**config.mk**
```make
export PLATFORM = sky130hd
export DESIGN_NAME = lsu_unit
export DESIGN_NICKNAME = d
export VERILOG_FILES = /design/src/rtl/lsu_pkg.sv /design/src/rtl/lsu_req_gen.sv /design/src/rtl/lsu_load_merge.sv /design/src/rtl/lsu_unit.sv
export SDC_FILE = /design/constraint.sdc
export NUM_CORES = 1
export LEC_CHECK = 0
export ABC_AREA = 1
export BUFFER_PORTS_ARGS = -buffer_cell sky130_fd_sc_hd__clkbuf_2
export CORE_MARGIN = 2
export CORE_UTILIZATION = 54
export CTS_BUF_LIST = sky130_fd_sc_hd__clkbuf_16
export CTS_CLUSTER_SIZE = 8
export DETAILED_ROUTE_END_ITERATION = 6
export GPL_TIMING_DRIVEN = 1
export PLACE_DENSITY = 0.86
export REMOVE_ABC_BUFFERS = 1
export SYNTH_ARGS = -nofsm -noshare
export SYNTH_HDL_FRONTEND = slang
export SYNTH_HIERARCHICAL = 1
export SYNTH_SLANG_ARGS = --single-unit
```
**constraint.sdc**
```tcl
create_clock -name clk_i -period 1.9 [get_ports clk_i]
set_input_delay 0.38 -clock clk_i [delete_from_list [all_inputs] [get_ports clk_i]]
set_output_delay 0.38 -clock clk_i [all_outputs]
set_load 0.005 [all_outputs]
```
**src/rtl/lsu_pkg.sv**
```systemverilog
package lsu_pkg;
  typedef enum logic [1:0] {
    OP_LDW = 2'b00,
    OP_STW = 2'b01,
    OP_LDB = 2'b10,
    OP_STB = 2'b11
  } lsu_op_e;

  function automatic logic op_is_byte(lsu_op_e op);
    return op[1];
  endfunction

  function automatic logic op_is_store(lsu_op_e op);
    return op[0];
  endfunction
endpackage

```
**src/rtl/lsu_req_gen.sv**
```systemverilog
module lsu_req_gen #(
  parameter int AW = 32,
  parameter int DW = 32
) (
  input  lsu_pkg::lsu_op_e         op_i,
  input  logic [AW-1:0]            addr_i,
  input  logic [DW-1:0]            wdata_i,
  output logic [AW-1:0]            addr_w_o,
  output logic [DW/8-1:0]          be_o,
  output logic [DW-1:0]            wdata_o,
  output logic                     misalign_o,
  output logic                     we_o
);
  localparam int LANES = DW / 8;
  localparam int OFF_W = $clog2(LANES);

  logic             is_byte;
  logic [OFF_W-1:0] offset;

  assign is_byte    = lsu_pkg::op_is_byte(op_i);
  assign we_o       = lsu_pkg::op_is_store(op_i);
  assign offset     = addr_i[OFF_W-1:0];
  assign addr_w_o   = {addr_i[AW-1:OFF_W], {OFF_W{1'b0}}};
  assign misalign_o = !is_byte && (offset != '0);

  for (genvar g = 0; g < LANES; g++) begin : g_lane
    assign be_o[g]          = is_byte ? (offset == OFF_W'(g)) : 1'b1;
    // byte stores replicate the low byte into every lane
    assign wdata_o[g*8 +: 8] = is_byte ? wdata_i[7:0] : wdata_i[g*8 +: 8];
  end
endmodule

```
**src/rtl/lsu_load_merge.sv**
```systemverilog
module lsu_load_merge #(
  parameter int DW = 32
) (
  input  logic [DW-1:0]             rdata_i,
  input  logic [$clog2(DW/8)-1:0]   lane_i,
  input  logic                      is_byte_i,
  input  logic [DW-1:0]             dest_old_i,
  output logic [DW-1:0]             result_o
);
  localparam int LANES = DW / 8;

  logic [7:0] lane_bytes [LANES];

  for (genvar g = 0; g < LANES; g++) begin : g_split
    assign lane_bytes[g] = rdata_i[g*8 +: 8];
  end

  // byte load keeps the upper bits of the old destination
  assign result_o = is_byte_i ? {dest_old_i[DW-1:8], lane_bytes[lane_i]} : rdata_i;
endmodule

```
**src/rtl/lsu_unit.sv**
```systemverilog
module lsu_unit #(
  parameter int AW = 32,
  parameter int DW = 32
) (
  input  logic              clk_i,
  input  logic              rst_ni,
  input  logic              req_valid_i,
  input  logic [1:0]        op_i,
  input  logic [AW-1:0]     addr_i,
  input  logic [DW-1:0]     store_data_i,
  input  logic [DW-1:0]     dest_old_i,
  input  logic [DW-1:0]     mem_rdata_i,
  output logic              mem_req_o,
  output logic              mem_we_o,
  output logic [AW-1:0]     mem_addr_o,
  output logic [DW/8-1:0]   mem_be_o,
  output logic [DW-1:0]     mem_wdata_o,
  output logic              misalign_o,
  output logic              load_valid_o,
  output logic [DW-1:0]     load_data_o
);
  localparam int LANES = DW / 8;
  localparam int OFF_W = $clog2(LANES);

  lsu_pkg::lsu_op_e op;
  logic [AW-1:0]    addr_w;
  logic [LANES-1:0] be_d;
  logic [DW-1:0]    wdata_d;
  logic             misalign_d;
  logic             we_d;

  assign op = lsu_pkg::lsu_op_e'(op_i);

  lsu_req_gen #(.AW(AW), .DW(DW)) u_req_gen (
    .op_i       (op),
    .addr_i     (addr_i),
    .wdata_i    (store_data_i),
    .addr_w_o   (addr_w),
    .be_o       (be_d),
    .wdata_o    (wdata_d),
    .misalign_o (misalign_d),
    .we_o       (we_d)
  );

  // request stage
  logic              req_q, we_q, mis_q, byte_q;
  logic [AW-1:0]     addr_q;
  logic [LANES-1:0]  be_q;
  logic [DW-1:0]     wdata_q, dest_q;
  logic [OFF_W-1:0]  lane_q;

  always_ff @(posedge clk_i or negedge rst_ni) begin
    if (!rst_ni) begin
      req_q   <= 1'b0;
      we_q    <= 1'b0;
      mis_q   <= 1'b0;
      byte_q  <= 1'b0;
      addr_q  <= '0;
      be_q    <= '0;
      wdata_q <= '0;
      dest_q  <= '0;
      lane_q  <= '0;
    end else begin
      req_q <= req_valid_i;
      mis_q <= req_valid_i && misalign_d;
      if (req_valid_i) begin
        we_q    <= we_d;
        byte_q  <= lsu_pkg::op_is_byte(op);
        addr_q  <= addr_w;
        be_q    <= be_d;
        wdata_q <= wdata_d;
        dest_q  <= dest_old_i;
        lane_q  <= addr_i[OFF_W-1:0];
      end
    end
  end

  // response stage
  logic [DW-1:0] merged;

  lsu_load_merge #(.DW(DW)) u_merge (
    .rdata_i    (mem_rdata_i),
    .lane_i     (lane_q),
    .is_byte_i  (byte_q),
    .dest_old_i (dest_q),
    .result_o   (merged)
  );

  logic          lv_q;
  logic [DW-1:0] ld_q;

  always_ff @(posedge clk_i or negedge rst_ni) begin
    if (!rst_ni) begin
      lv_q <= 1'b0;
      ld_q <= '0;
    end else begin
      lv_q <= req_q && !we_q;
      if (req_q && !we_q) ld_q <= merged;
    end
  end

  assign mem_req_o    = req_q;
  assign mem_we_o     = req_q && we_q;
  assign mem_addr_o   = addr_q;
  assign mem_be_o     = req_q ? be_q : '0;
  assign mem_wdata_o  = wdata_q;
  assign misalign_o   = mis_q;
  assign load_valid_o = lv_q;
  assign load_data_o  = ld_q;
endmodule

```
==> impl_metrics.csv <==
group,metric,value,unit
status,outcome,"complete, but fails checks",
status,failed_checks,"DRC",
placed_design,portBuffers,228,
cts,htree_levels,4,
logic_synthesis,ys_warn_count,6,
drt,drc,16,
worst_hold_path,hp-class,"input pin to register",
grt,grt_pass1_wl,25.5,mm
sta,setup_ws,0.159,ns
worst_setup_path,critPathBufInv,2,
floorplan,fp.dieW,113,um
floorplan,die-area,12800,sq um
power,power.leakage,4.58,nW
grt,antenna_found_initial,0,
floorplan,fp.coreArea,11500,sq um
floorplan,fp-row-count,39,
worst_setup_path,crit_path_end_kind,"output pin",
power,pwr_density_cell,994,nW/um^2
cts,cts_buffer_depth,2,
worst_setup_path,slowest_delay,0.64,ns
logic_synthesis,synth_area,6420,sq um
placed_design,post-place-ws,0.539,ns
layout,stdcell_area,7850,sq um
cts,post_cts_buffers,0,
logic_synthesis,syn_area_per_cell,7.96,sq um
worst_setup_path,crit_fanout,11,
power,ir_drop,0.528,mV
cts,path_clk_slew,0.06,ns
worst_setup_path,cp.required,1.52,ns
floorplan,die_y,113,um
cts,cts_tree,"built",
cts,cts_made_buffers,17,
drt,antenna_left,0,
drt,num_vias,5585,
grt,grt_use_total,25.4,%
layout,n_antenna_cell,0,
grt,grt_max_degree,101,
floorplan,ios,237,
floorplan,initial_core_util,55.7,%
sta,final.min_clock_period,1.74,ns
worst_setup_path,critPathKind,"register to output pin",
worst_setup_path,path_cells,"nand2_1 -> inv_1 -> clkbuf_2",
placed_design,place_congestion,0.855,
worst_setup_path,slowest_stage,"dfrtp_1",
sta,hold_viol_final,0,
placed_design,hpwl,10.8,mm
drt,viasPerCell,4.91,
placed_design,placed_cells,1105,
layout,finalNonFillerCells,1138,
placed_design,placed_area,7240,sq um
worst_setup_path,critical_path_arrival,1.36,ns
job,max-cap-violations,0,
sta,finalSetupViolations,0,
sta,fmax,0.574,GHz
drt,wl,15.8,mm
sta,finalClockSkew,0.00480,ns
layout,syn_to_final_growth,22.2,%
sta,rsz0062_at_grt,"false",
cts,clock-sinks,131,
sta,slew_violations,0,
worst_setup_path,crit_path_start_kind,"register",
drt,wl_per_cell,13.9,um
cts,clockRootBuffer,"clkbuf_16",
logic_synthesis,synth_cells,806,
drt,drt_iter0_markers,508,
grt,grt_pass1_vias,5268,
worst_setup_path,cp_top_family,"flip-flops",
cts,clock_latency,0.41,ns
drt,first_pass_iters,7,
sta,timing.final.crit_share,91.6,%
layout,drive_above_1_share,28.3,%
sta,fin_tns_setup,0,ns
layout,layout.nets,1115,
grt,grt.overflow.total,0,
[registers in the layout, summed over array words and instances (netlist names)]
signal	flops
misalign_o	1
mem_addr_o	32
load_valid_o	1
dest_q	24
lane_q	2
byte_q	1
mem_req_o	1
load_data_o	32
mem_wdata_o	32
be_q	4
we_q	1
[final cells by class]
class                           instances  area, sq um
Inverter                              124          465
Timing Repair Buffer                  241         1310
Clock inverter                         15          165
Multi-Input combinational cell        467         2020
Fill cell                             933         3670
Sequential cell                       131         3280
Clock buffer                           17          425
Tap cell                              143          179
[worst min-delay path, delay by kind of cell]
| kind | cells | cell delay [ns] |
|---|---|---|
| AO/OA/AOI/OAI | 1 | 0.05 |
| buffers and inverters | 1 | 0.07 |
| AND/OR/NAND/NOR | 1 | 0.04 |
[through the flow]
step / total power [mW] / utilization [%] / hold WS (ns)
floorplan: 3.84 / - / 0.0844
global placement: 4.52 / 62.9 / 0.318
detailed placement: 4.57 / 62.9 / 0.323
CTS: 7.85 / 68.1 / 0.155
global route: 8.18 / 68.1 / 0.176
finish: 7.80 / 68.1 / 0.174
[per-layer routing]
layer / up-vias / routed length, um / share of wire (%) / track usage, %
met1: 2527 / 6380 / 40 / 31.7
met2: 282 / 7720 / 49 / 42.6
met5: - / 0 / 0 / 0
li1: 2752 / - / - / -
met3: 24 / 1470 / 9.3 / 8.14
met4: 0 / 269 / 1.7 / 7.80
[power breakdown]
group	switching [mW]	internal [mW]	total (mW)
logic	0.686	0.528	1.21
clock network	1.21	2.04	3.26
registers	0.206	3.12	3.32
[final timing paths]
path | startpoint | to | slack, ns | depth (start not counted)
worst max register to register | lane_q[1] | load_data_o[5] | 0.47 | 7
min in group asynchronous | rst_ni | dest_q[16] | 0.46 | 2
worst min-delay path | dest_old_i[9] | dest_q[9] | 0.17 | 3
worst max-delay path | mem_req_o | mem_be_o[2] | 0.16 | 3
max in group asynchronous | rst_ni | mem_addr_o[8] | 0.85 | 3
worst min register to register | load_data_o[11] | load_data_o[11] | 0.47 | 2
[placed cells by master (no fill, tap or decap)]
master and count:
clkinv_4 1, inv_1 121, buf_6 1, nor2_1 2, clkinv_1 2, dfrtp_1 131, bufinv_16 3, conb_1 2
mux2_2 8, clkbuf_16 17, nand3_1 48, clkinv_2 4, dlygate4sd3_1 1, clkbuf_2 226, nand2_1 293, buf_12 5
inv_2 3, o21ai_2 1, buf_4 8, o21ai_1 1, clkinvlp_4 4, inv_6 1, o21ai_0 112
[repair_timing]
item                                   4_1_cts  5_1_grt
hold buffers                                 1        0
endpoints found under the hold margin       39        0
resized for setup                            0        0
(Power assumes the default switching activity.)
